===== src/rtl/romwin_pkg.sv =====
package romwin_pkg;
  localparam int CTRL_W = 8;
  localparam int BANK_FIELD_W = 7;

  typedef struct packed {
    logic                    en;
    logic [BANK_FIELD_W-1:0] bank;
  } ctrl_t;
endpackage


===== src/rtl/romwin_ctrl.sv =====
module romwin_ctrl
  import romwin_pkg::*;
(
  input  logic        clk,
  input  logic        rst,
  input  logic        rom_fitted_i,
  input  logic        io_wr_i,
  input  logic        io_rd_i,
  input  logic [7:0]  io_wdata_i,
  output logic [7:0]  io_rdata_o,
  output ctrl_t       ctrl_o,
  output logic        present_o
);
  ctrl_t ctrl_q;
  logic  present_q;

  // Control register and presence latch
  always_ff @(posedge clk) begin
    if (rst) begin
      ctrl_q    <= '0;
      present_q <= rom_fitted_i;
    end else if (io_wr_i) begin
      ctrl_q <= ctrl_t'(io_wdata_i);
    end
  end

  // Registered readback
  always_ff @(posedge clk) begin
    if (rst)
      io_rdata_o <= '0;
    else if (io_rd_i)
      io_rdata_o <= ctrl_q;
  end

  assign ctrl_o    = ctrl_q;
  assign present_o = present_q;
endmodule


===== src/rtl/romwin_decode.sv =====
module romwin_decode
  import romwin_pkg::*;
#(
  parameter int              ADDR_W   = 20,
  parameter int              ROM_AW   = 19,
  parameter int              WIN_AW   = 16,
  parameter logic [ADDR_W-1:0] WIN_BASE = 20'hA0000
) (
  input  ctrl_t              ctrl_i,
  input  logic               present_i,
  input  logic [ADDR_W-1:0]  mem_addr_i,
  output logic               claim_o,
  output logic [ROM_AW-1:0]  rom_addr_o
);
  localparam int SEL_W = ROM_AW - WIN_AW;
  localparam int TAG_W = ADDR_W - WIN_AW;

  logic hit;
  assign hit     = (mem_addr_i[ADDR_W-1:WIN_AW] == WIN_BASE[ADDR_W-1:WIN_AW]);
  assign claim_o = ctrl_i.en & present_i & hit;

  generate
    if (SEL_W == 0) begin : g_single_bank
      assign rom_addr_o = mem_addr_i[WIN_AW-1:0];
      logic unused_bank;
      assign unused_bank = ^ctrl_i.bank;
    end else if (SEL_W >= BANK_FIELD_W) begin : g_full_bank
      assign rom_addr_o = {{(SEL_W-BANK_FIELD_W){1'b0}}, ctrl_i.bank,
                           mem_addr_i[WIN_AW-1:0]};
    end else begin : g_wrap_bank
      // Upper bank bits fall off: bank wraps modulo the image size
      assign rom_addr_o = {ctrl_i.bank[SEL_W-1:0], mem_addr_i[WIN_AW-1:0]};
      logic unused_hi;
      assign unused_hi = ^ctrl_i.bank[BANK_FIELD_W-1:SEL_W];
    end
  endgenerate

  logic unused_tag;
  assign unused_tag = ^TAG_W;
endmodule


===== src/rtl/romwin_rdata.sv =====
module romwin_rdata #(
  parameter int DATA_W = 8
) (
  input  logic              clk,
  input  logic              rst,
  input  logic              rd_i,
  input  logic              claim_i,
  input  logic [DATA_W-1:0] rom_data_i,
  output logic              rvalid_o,
  output logic [DATA_W-1:0] rdata_o
);
  always_ff @(posedge clk) begin
    if (rst) begin
      rvalid_o <= 1'b0;
      rdata_o  <= '1;
    end else begin
      rvalid_o <= rd_i;
      if (rd_i)
        rdata_o <= claim_i ? rom_data_i : '1;
    end
  end
endmodule


===== src/rtl/romwin_top.sv =====
module romwin_top
  import romwin_pkg::*;
#(
  parameter int                ADDR_W   = 20,
  parameter int                ROM_AW   = 19,
  parameter int                WIN_AW   = 16,
  parameter logic [ADDR_W-1:0] WIN_BASE = 20'hA0000
) (
  input  logic               clk,
  input  logic               rst,
  input  logic               rom_fitted_i,
  input  logic               io_wr_i,
  input  logic               io_rd_i,
  input  logic [7:0]         io_wdata_i,
  output logic [7:0]         io_rdata_o,
  input  logic               mem_rd_i,
  input  logic [ADDR_W-1:0]  mem_addr_i,
  output logic               mem_claim_o,
  output logic               mem_rvalid_o,
  output logic [7:0]         mem_rdata_o,
  output logic [ROM_AW-1:0]  rom_addr_o,
  input  logic [7:0]         rom_rdata_i
);
  ctrl_t ctrl;
  logic  present;

  romwin_ctrl u_ctrl (
    .clk          (clk),
    .rst          (rst),
    .rom_fitted_i (rom_fitted_i),
    .io_wr_i      (io_wr_i),
    .io_rd_i      (io_rd_i),
    .io_wdata_i   (io_wdata_i),
    .io_rdata_o   (io_rdata_o),
    .ctrl_o       (ctrl),
    .present_o    (present)
  );

  romwin_decode #(
    .ADDR_W   (ADDR_W),
    .ROM_AW   (ROM_AW),
    .WIN_AW   (WIN_AW),
    .WIN_BASE (WIN_BASE)
  ) u_decode (
    .ctrl_i     (ctrl),
    .present_i  (present),
    .mem_addr_i (mem_addr_i),
    .claim_o    (mem_claim_o),
    .rom_addr_o (rom_addr_o)
  );

  romwin_rdata #(.DATA_W(8)) u_rdata (
    .clk        (clk),
    .rst        (rst),
    .rd_i       (mem_rd_i),
    .claim_i    (mem_claim_o),
    .rom_data_i (rom_rdata_i),
    .rvalid_o   (mem_rvalid_o),
    .rdata_o    (mem_rdata_o)
  );
endmodule


===== config.mk =====
export PLATFORM = sky130hd
export DESIGN_NAME = romwin_top
export DESIGN_NICKNAME = d
export VERILOG_FILES = /design/src/rtl/romwin_pkg.sv /design/src/rtl/romwin_ctrl.sv /design/src/rtl/romwin_decode.sv /design/src/rtl/romwin_rdata.sv /design/src/rtl/romwin_top.sv
export SDC_FILE = /design/constraint.sdc
export NUM_CORES = 1
export LEC_CHECK = 0
export CAP_MARGIN = 30
export CORE_MARGIN = 10
export CORE_UTILIZATION = 34
export CTS_CLUSTER_DIAMETER = 40
export DETAILED_ROUTE_END_ITERATION = 8
export PLACE_DENSITY = 0.86
export SYNTH_ARGS = -nofsm -noshare
export SYNTH_HDL_FRONTEND = slang
export SYNTH_SLANG_ARGS = --single-unit
export TNS_END_PERCENT = 50

===== constraint.sdc =====
create_clock -name clk -period 1.05 [get_ports clk]
set_input_delay 0.1575 -clock clk [delete_from_list [all_inputs] [get_ports clk]]
set_output_delay 0.1575 -clock clk [all_outputs]
set_load 0.05 [all_outputs]

Word-level counts from Yosys, hierarchy flattened --
Index checks and enable logic that the tools add are counted.
Word-level totals: register bits 26, output and inout port bits 37, word-level logic and storage cells 10, bits of input ports 42
Operators by class: mux-type cells 1, bitwise operators 2, eq/ne operators 1
Operators with widths (number):
- 8-bit 2-to-1 mux | 1
- 4-bit == test, second input constant | 1
- 1-bit bitwise AND | 2

Depth between registers and ports, before layout --
Gate-level depths: netlist of run 1.
depth in word-level cells 3, gate-level depth with buffers 3, gate-level depth less buffers 2

Cells and area by module --
A second synthesis of run 1 with hierarchy kept.
Second synthesis, totals: cells, all modules 113, area total of the unflattened synthesis 1106.1 µm²
Modules (own cells, without submodules):
- romwin_ctrl | seq. area each 350.3 µm², cells each 53, area an instance 609.3 µm², instances 1
- romwin_rdata | seq. area each 180.2 µm², cells each 39, area an instance 337.8 µm², instances 1
- romwin_decode | seq. area each 0.0 µm², cells each 21, area an instance 158.9 µm², instances 1

Worst setup path before layout of run 1 --
No wires, ideal clock.
kind register to output, from reg u_ctrl.ctrl_q (netlist bit u_ctrl.ctrl_o[7]), to out mem_claim_o, stages on the path, launching flop included 4, buffers on the path 1, required time 0.892 ns, path slack -0.168 ns, data arrival time 1.061 ns, cells stage by stage dfxtp_1 -> and4b_1 -> buf_4 -> and2_1
Between the ends: cells in the longest elaborated chain, start to end 2
RTL lines:
- start, declared | line romwin_ctrl.sv:14 | ctrl_t ctrl_q;
- start signal, assigned | line romwin_ctrl.sv:23 | ctrl_q <= ctrl_t'(io_wdata_i);
- 1-bit bitwise AND (2 in series) | line romwin_decode.sv:20 | assign claim_o = ctrl_i.en & present_i & hit;
- end, declared | line romwin_top.sv:18 | output logic mem_claim_o,
Every way passes these cells.

Worst setup path after layout of run 1 --
from reg u_ctrl.present_q, in the netlist u_ctrl.present_o, to out mem_claim_o
Between the ends: cells in the longest elaborated chain, start to end 2
RTL lines:
- start, declared | line romwin_ctrl.sv:15 | logic present_q;
- start signal, assigned | line romwin_ctrl.sv:21 | present_q <= rom_fitted_i;
- 1-bit bitwise AND (2 in series) | line romwin_decode.sv:20
Every way passes these cells.

==> results_dict.tcl, run 1 <==
set metrics [dict create \
    status "complete, but fails checks" \
    violations "setup timing" \
    worstSetupStartpointType "register" \
    synth_cell_type_count 14 \
    grt_use_met1 0.09139 \
    cts_setup_buffers 0 \
    peakVddDrop_mv 0.3512 \
    crit_family "simple AND/OR/NAND/NOR gates" \
    p_per_area_mw_per_mm2 1045 \
    slew_headroom 0.8450 \
    period_needed_ps 1379 \
    h-tree-depth 1 \
    required_ps 890 \
    place_congestion 0.7680 \
    synth_nets 155 \
    fin_util 0.5940 \
    stdcell_area_sq_mm 0.001858 \
    cts_tree "built" \
    min-delay-start "mem_addr_i[11]" \
    cp-startpoint "u_ctrl.present_o$_DFFE_PP_" \
    ys_ff_latch 26 \
    hold_class "input port to output pin" \
    pin_count 79 \
    cts-root-buf "clkbuf_4" \
    setup_ws_ps -329.4 \
    maxCapViolCount 0 \
    hold_slack_ps 315.0 \
    fmax_mhz 725.0 \
    synth-warning-count 0 \
    final_nets 188 \
    seq_power_share 0.543 \
    die_width_um 77.87 \
    cp_cell_sequence "and4b_2 > and2_4 > buf_12" \
    switchingPower_mw 0.4669 \
    endpoint_kind "output pin" \
    grt.busiest_layer "met2" \
    setup_viol 1 \
    rsz0062_at_grt "true" \
    critPathKind "register to output pin" \
    pwr-share-comb 0.210 \
    p_leak_nw 0.7463 \
    ys_seq_area_frac 0.4659 \
    yosys-top-cells-area "dfxtp_1 (44%), buf_4 (16%), mux2i_1 (14%)" \
    slowest_stage "edfxtp_1" \
    core_sq_mm 0.003128 \
    wl_per_cell_um 15.53 \
    slowest_delay_ps 380 \
    track_usage 0.09431 \
    clockBufferDepth 2 \
    syn2layout_area_growth_pct 63.19 \
    grt_pass1_vias 994 \
    finClkSkew_ps 0.3849 \
    dp_hpwl_mm 2.415 \
    grt_max_degree 20 \
    dpl-instance-area_sq_mm 0.001780 \
    drcViolationCount 0 \
    antenna_found_initial 0 \
    ant_nets 0 \
    grt-ovfl-total 0 \
    initial_core_util 0.3640 \
    vias 894 \
    final_max_slew_viol_count 0 \
    finalCritPeriodShare 1.314 \
    dieArea_sq_mm 0.006064 \
    clk_pin_slew_worst_paths_ps 130 \
    rows 20 \
    finalPower_mw 1.941 \
    r2r-start "u_ctrl.present_o$_DFFE_PP_" \
    clkPwrFrac 0.247 \
    setup_tns_ps -329.4 \
    die_y_um 77.87 \
    port_buffers 46 \
    synth_area_sq_mm 0.001139 \
    vias_per_cell 4.730 \
    gr-usage-met3 0.04608 \
    grt_pass1_wl_mm 4.719 \
    path_buf_inv 1 \
    clock_latency_ps 300 \
    synth.top_cell.area_share 0.4396 \
    drt-initial-drc-count 29 \
    cts_buffers 3 \
    hold_viol_final 0 \
    intPower_mw 1.474 \
    cts_sinks 26 \
    met2_usage 0.1683 \
    first_pass_iters 4 \
    wl_mm 2.935 \
    worst_pin_slew_ps 232.1 \
    switching_share 0.2405 \
    antenna_cells 0 \
    path_max_fanout 2 \
    yosys.area.top_type "dfxtp_1" \
    synth_cells 113 \
    syn_area_per_cell_sq_um 10.08 \
    drive_gt1_frac 0.3931 \
    cp.arrival_ps 1220 \
]
==> repair_timing <==
item | CTS | global route
pin swaps | 1 | 0
resized for setup | 7 | 18
hold buffers | 0 | 0
setup endpoints to repair | 7 | 22
==> per-stage QoR <==
step	worst slack [ps]	cells
after detailed placement	-285.4	185
final	-329.4	189
after global routing	-414.2	189
after CTS	-351.4	189
after floorplan	27.94	113
after global placement	-269.7	185
==> Yosys cell counts <==
cell type and n:
and4b_1 1, nor3_1 8, mux2i_1 16, a31oi_1 8, buf_6 1, nor3b_1 7
nor3b_2 1, edfxtp_1 1, nor2b_1 2, dfxtp_1 25, and2_1 1, clkbuf_2 1
buf_4 25, nor2_1 16
==> placed cells by master (no fill, tap or decap) <==
cell | Yosys | layout
nor2b_1 | 2 | 2
dfxtp_1 | 25 | 6
mux2i_1 | 16 | 16
a31oi_2 | 0 | 1
edfxtp_1 | 1 | 1
dfxtp_2 | 0 | 15
nor2_1 | 16 | 16
nor3_1 | 8 | 8
and4b_2 | 0 | 1
and2_4 | 0 | 1
clkbuf_8 | 0 | 1
buf_4 | 25 | 5
clkbuf_4 | 0 | 3
a31oi_1 | 8 | 7
nor3b_2 | 1 | 1
buf_12 | 0 | 25
clkdlybuf4s50_1 | 0 | 25
dfxtp_4 | 0 | 4
nor3b_1 | 7 | 7
==> worst register-to-register path, delay by kind of cell, from the launching register on <==
family	cells	cell delay (ps)
compound gates	1	130
buf+inv	1	170
flops	1	380
simple gates	1	240
==> area by class of cell <==
cell class,count,area (sq um)
multi-input combinational,60,414.1
timing repair buffer,55,788.3
clock buffer,4,36.28
fill,254,1270
sequential,26,564.3
tap,44,55.05
==> sequential cells by signal, summed over array words and instances (netlist names) <==
| name | cells |
|---|---|
| u_rdata.rvalid_o | 1 |
| u_ctrl.present_o | 1 |
| u_ctrl.io_rdata_o | 8 |
| u_ctrl.ctrl_o | 8 |
| u_rdata.rdata_o | 8 |
==> layer usage <==
layer  vias to the layer above  wire length [um]  share of wire
li1                        431                 -              -
met1                       405              1126           0.38
met2                        46              1444           0.49
met3                        12               317           0.11
met4                         0                47          0.016
met5                         -                 0              0
==> power groups by stage <==
stage | clock network [mW] | registers [mW] | logic [mW]
detailed placement | 0 | 1.08 | 0.407
floorplan | 0 | 1.11 | 0.308
global placement | 0 | 1.08 | 0.399
CTS | 0.500 | 1.06 | 0.409
global route | 0.550 | 1.06 | 0.433
finish | 0.479 | 1.05 | 0.408
==> cells by family after synthesis <==
logic type / Yosys count / synth area share
AND/OR/NAND/NOR: 36 / 0.1703
buffers and inverters: 27 / 0.1791
flip-flops: 26 / 0.4659
multiplexers: 16 / 0.1407
AO/OA/AOI/OAI: 8 / 0.04396
==> final timing paths <==
kind,to,slack (ps),cells past startpoint
min reg2reg,u_ctrl.ctrl_o[6]$_SDFFE_PP0P_,510,2
max,mem_claim_o,-330,3
min,rom_addr_o[11],320,0
max reg2reg,u_rdata.rdata_o[5]$_SDFFE_PP1P_,60,3
Note: power is estimated with default switching activity, not from simulation.
==> run 2, diff against run 1 <==
PLACE_DENSITY = 0.87   (was 0.86)
SYNTH_HIERARCHICAL = 1   (was default)
==> results_dict.tcl, run 2 <==
set metrics [dict create \
    fmax_mhz 770.9 \
    drive_gt1_frac 0.4196 \
    rsz0062_at_grt "true" \
    p_per_area_mw_per_mm2 1156 \
    dp_hpwl_mm 2.284 \
    h-tree-depth 1 \
    place_congestion 0.7286 \
    synth_cell_type_count 15 \
    cp.arrival_ps 1140 \
    cp_cell_sequence "dlygate4sd2_1 > nor4bb_2 > and3_4 > buf_6 > buf_12" \
    track_usage 0.09459 \
    final_max_slew_viol_count 0 \
    vias_per_cell 4.492 \
    drcViolationCount 0 \
    fin_util 0.5939 \
    async_flop_share 0 \
    wl_mm 2.915 \
    grt-ovfl-total 0 \
    critPathKind "input port to output pin" \
    pin_count 79 \
    slew_headroom 0.8242 \
    synthAdderAreaFrac 0 \
    setup_ws_ps -247.1 \
    ant_nets 0 \
    vias 840 \
    synth.top_cell.area_share 0.4525 \
    synth_xor_area_frac 0 \
    synth_compound_area_frac 0.03167 \
    synth.most_common_cell "dfxtp_1" \
    yosys_most_used_dff "dfxtp_1" \
    cts-root-buf "clkbuf_4" \
    port_buffers 46 \
    hold_slack_ps 315.0 \
    path_buf_inv 3 \
    synthTopCellsByCount "dfxtp_1 (25), nor2_1 (24), buf_4 (20)" \
    placedCellCount 183 \
    synth_cells 113 \
    status "complete, but fails checks" \
    dieArea_sq_mm 0.005934 \
    cts_buffers 3 \
    cts_sinks 26 \
    muxShareOfSynthArea 0.1448 \
    crit_family "simple AND/OR/NAND/NOR gates" \
    setup_viol 1 \
    final_nets 186 \
    yosys.area.top_type "dfxtp_1" \
    syn2layout_area_growth_pct 65.27 \
    wl_per_cell_um 15.59 \
    final_cells 187 \
    slowest_stage "nor4bb_2" \
    worst_pin_slew_ps 261.7 \
    stdcell_area_sq_mm 0.001828 \
    first_pass_iters 4 \
    period_needed_ps 1297 \
    antenna_found_initial 0 \
    synthSimpleGateAreaFrac 0.1527 \
    hold_class "input port to output pin" \
    peakVddDrop_mv 0.8249 \
    slowest_delay_ps 280 \
    ys_seq_area_frac 0.4796 \
    antenna_cells 0 \
    finClkSkew_ps 9.480 \
    dpl-instance-area_sq_mm 0.001715 \
    drt-initial-drc-count 22 \
    synth_edf_count 1 \
    synth_nets 155 \
    finalCritPeriodShare 1.235 \
    grt_pass1_wl_mm 4.664 \
    cts_tree "built" \
    die_y_um 77.04 \
    initial_core_util 0.3593 \
    hold_viol_final 0 \
    mostFrequentLayoutCells "buf_12 (24), nor2_1 (24), clkdlybuf4s50_1 (21), dfxtp_2 (17), mux2i_1 (16)" \
    rows 20 \
    core_sq_mm 0.003078 \
    worstSetupStartpointType "input port" \
    endpoint_kind "output pin" \
    violations "setup timing" \
    hold_buffers 0 \
    p_leak_nw 0.7500 \
    grt_pass1_vias 966 \
    synth-warning-count 6 \
    yosys-top-cells-area "dfxtp_1 (45%), mux2i_1 (14%), buf_4 (14%)" \
    ys_ff_latch 26 \
    die_width_um 77.04 \
    synth_area_sq_mm 0.001106 \
    clockBufferDepth 2 \
    grt_max_degree 17 \
    syn_area_per_cell_sq_um 9.788 \
    clock_latency_ps 320 \
    synth_top_family_by_area "buffers and inverters" \
    path_max_fanout 3 \
    maxCapViolCount 0 \
    required_ps 890 \
]
## run 2: power breakdown
part | internal (mW) | switching, mW | leakage (nW) | total (mW)
logic | 0.219 | 0.163 | 0.506 | 0.382
clock network | 0.386 | 0.291 | 0.0279 | 0.676
registers | 1.02 | 0.0306 | 0.217 | 1.06
total | 1.63 | 0.484 | 0.750 | 2.11
## run 2: cells by family after synthesis
kind of cell | after synthesis
flops | 26
simple gates | 37
mux | 16
buf+inv | 27
compound gates | 7
## run 2: area by class of cell
type | count | area [sq um]
clock buffer | 3 | 22.52
fill | 259 | 1250
tap | 44 | 55.05
sequential | 26 | 566.8
timing repair buffer | 53 | 759.5
clock inverter | 1 | 30.03
multi-input combinational | 60 | 394.1
## run 2: per-layer routing
layer,part of all wire,track usage,up-vias
met1,0.36,0.09431,377
met4,0.0082,0.02555,0
met2,0.50,0.1577,42
met5,0,0,-
li1,-,-,413
met3,0.12,0.06410,8
## run 2: stage by stage
| step | setup TNS, ps | power, mW | worst slack, ps |
|---|---|---|---|
| floorplan | -1185 | 1.412 | -149.1 |
| global placement | -5992 | 1.449 | -516.4 |
| detailed placement | -6911 | 1.462 | -574.4 |
| CTS | -242.6 | 2.132 | -242.6 |
| global route | -486.1 | 2.204 | -305.2 |
| finish | -247.1 | 2.114 | -247.1 |
## run 2: worst paths after layout
kind                                  from                                end  slack, ps  depth (start not counted)
max                         mem_addr_i[18]                        mem_claim_o       -250                          5
min                         mem_addr_i[11]                     rom_addr_o[11]        320                          0
max reg2reg     u_ctrl/present_o$_DFFE_PP_    u_rdata/rdata_o[0]$_SDFFE_PP1P_         20                          3
min reg2reg  u_ctrl/ctrl_o[5]$_SDFFE_PP0P_  u_ctrl/io_rdata_o[5]$_SDFFE_PP0P_        520                          2
## run 2: repair_timing
item	CTS	global route
setup endpoints to repair	17	21
buffers inserted	0	0
pin swaps	2	1
resized for setup	15	21
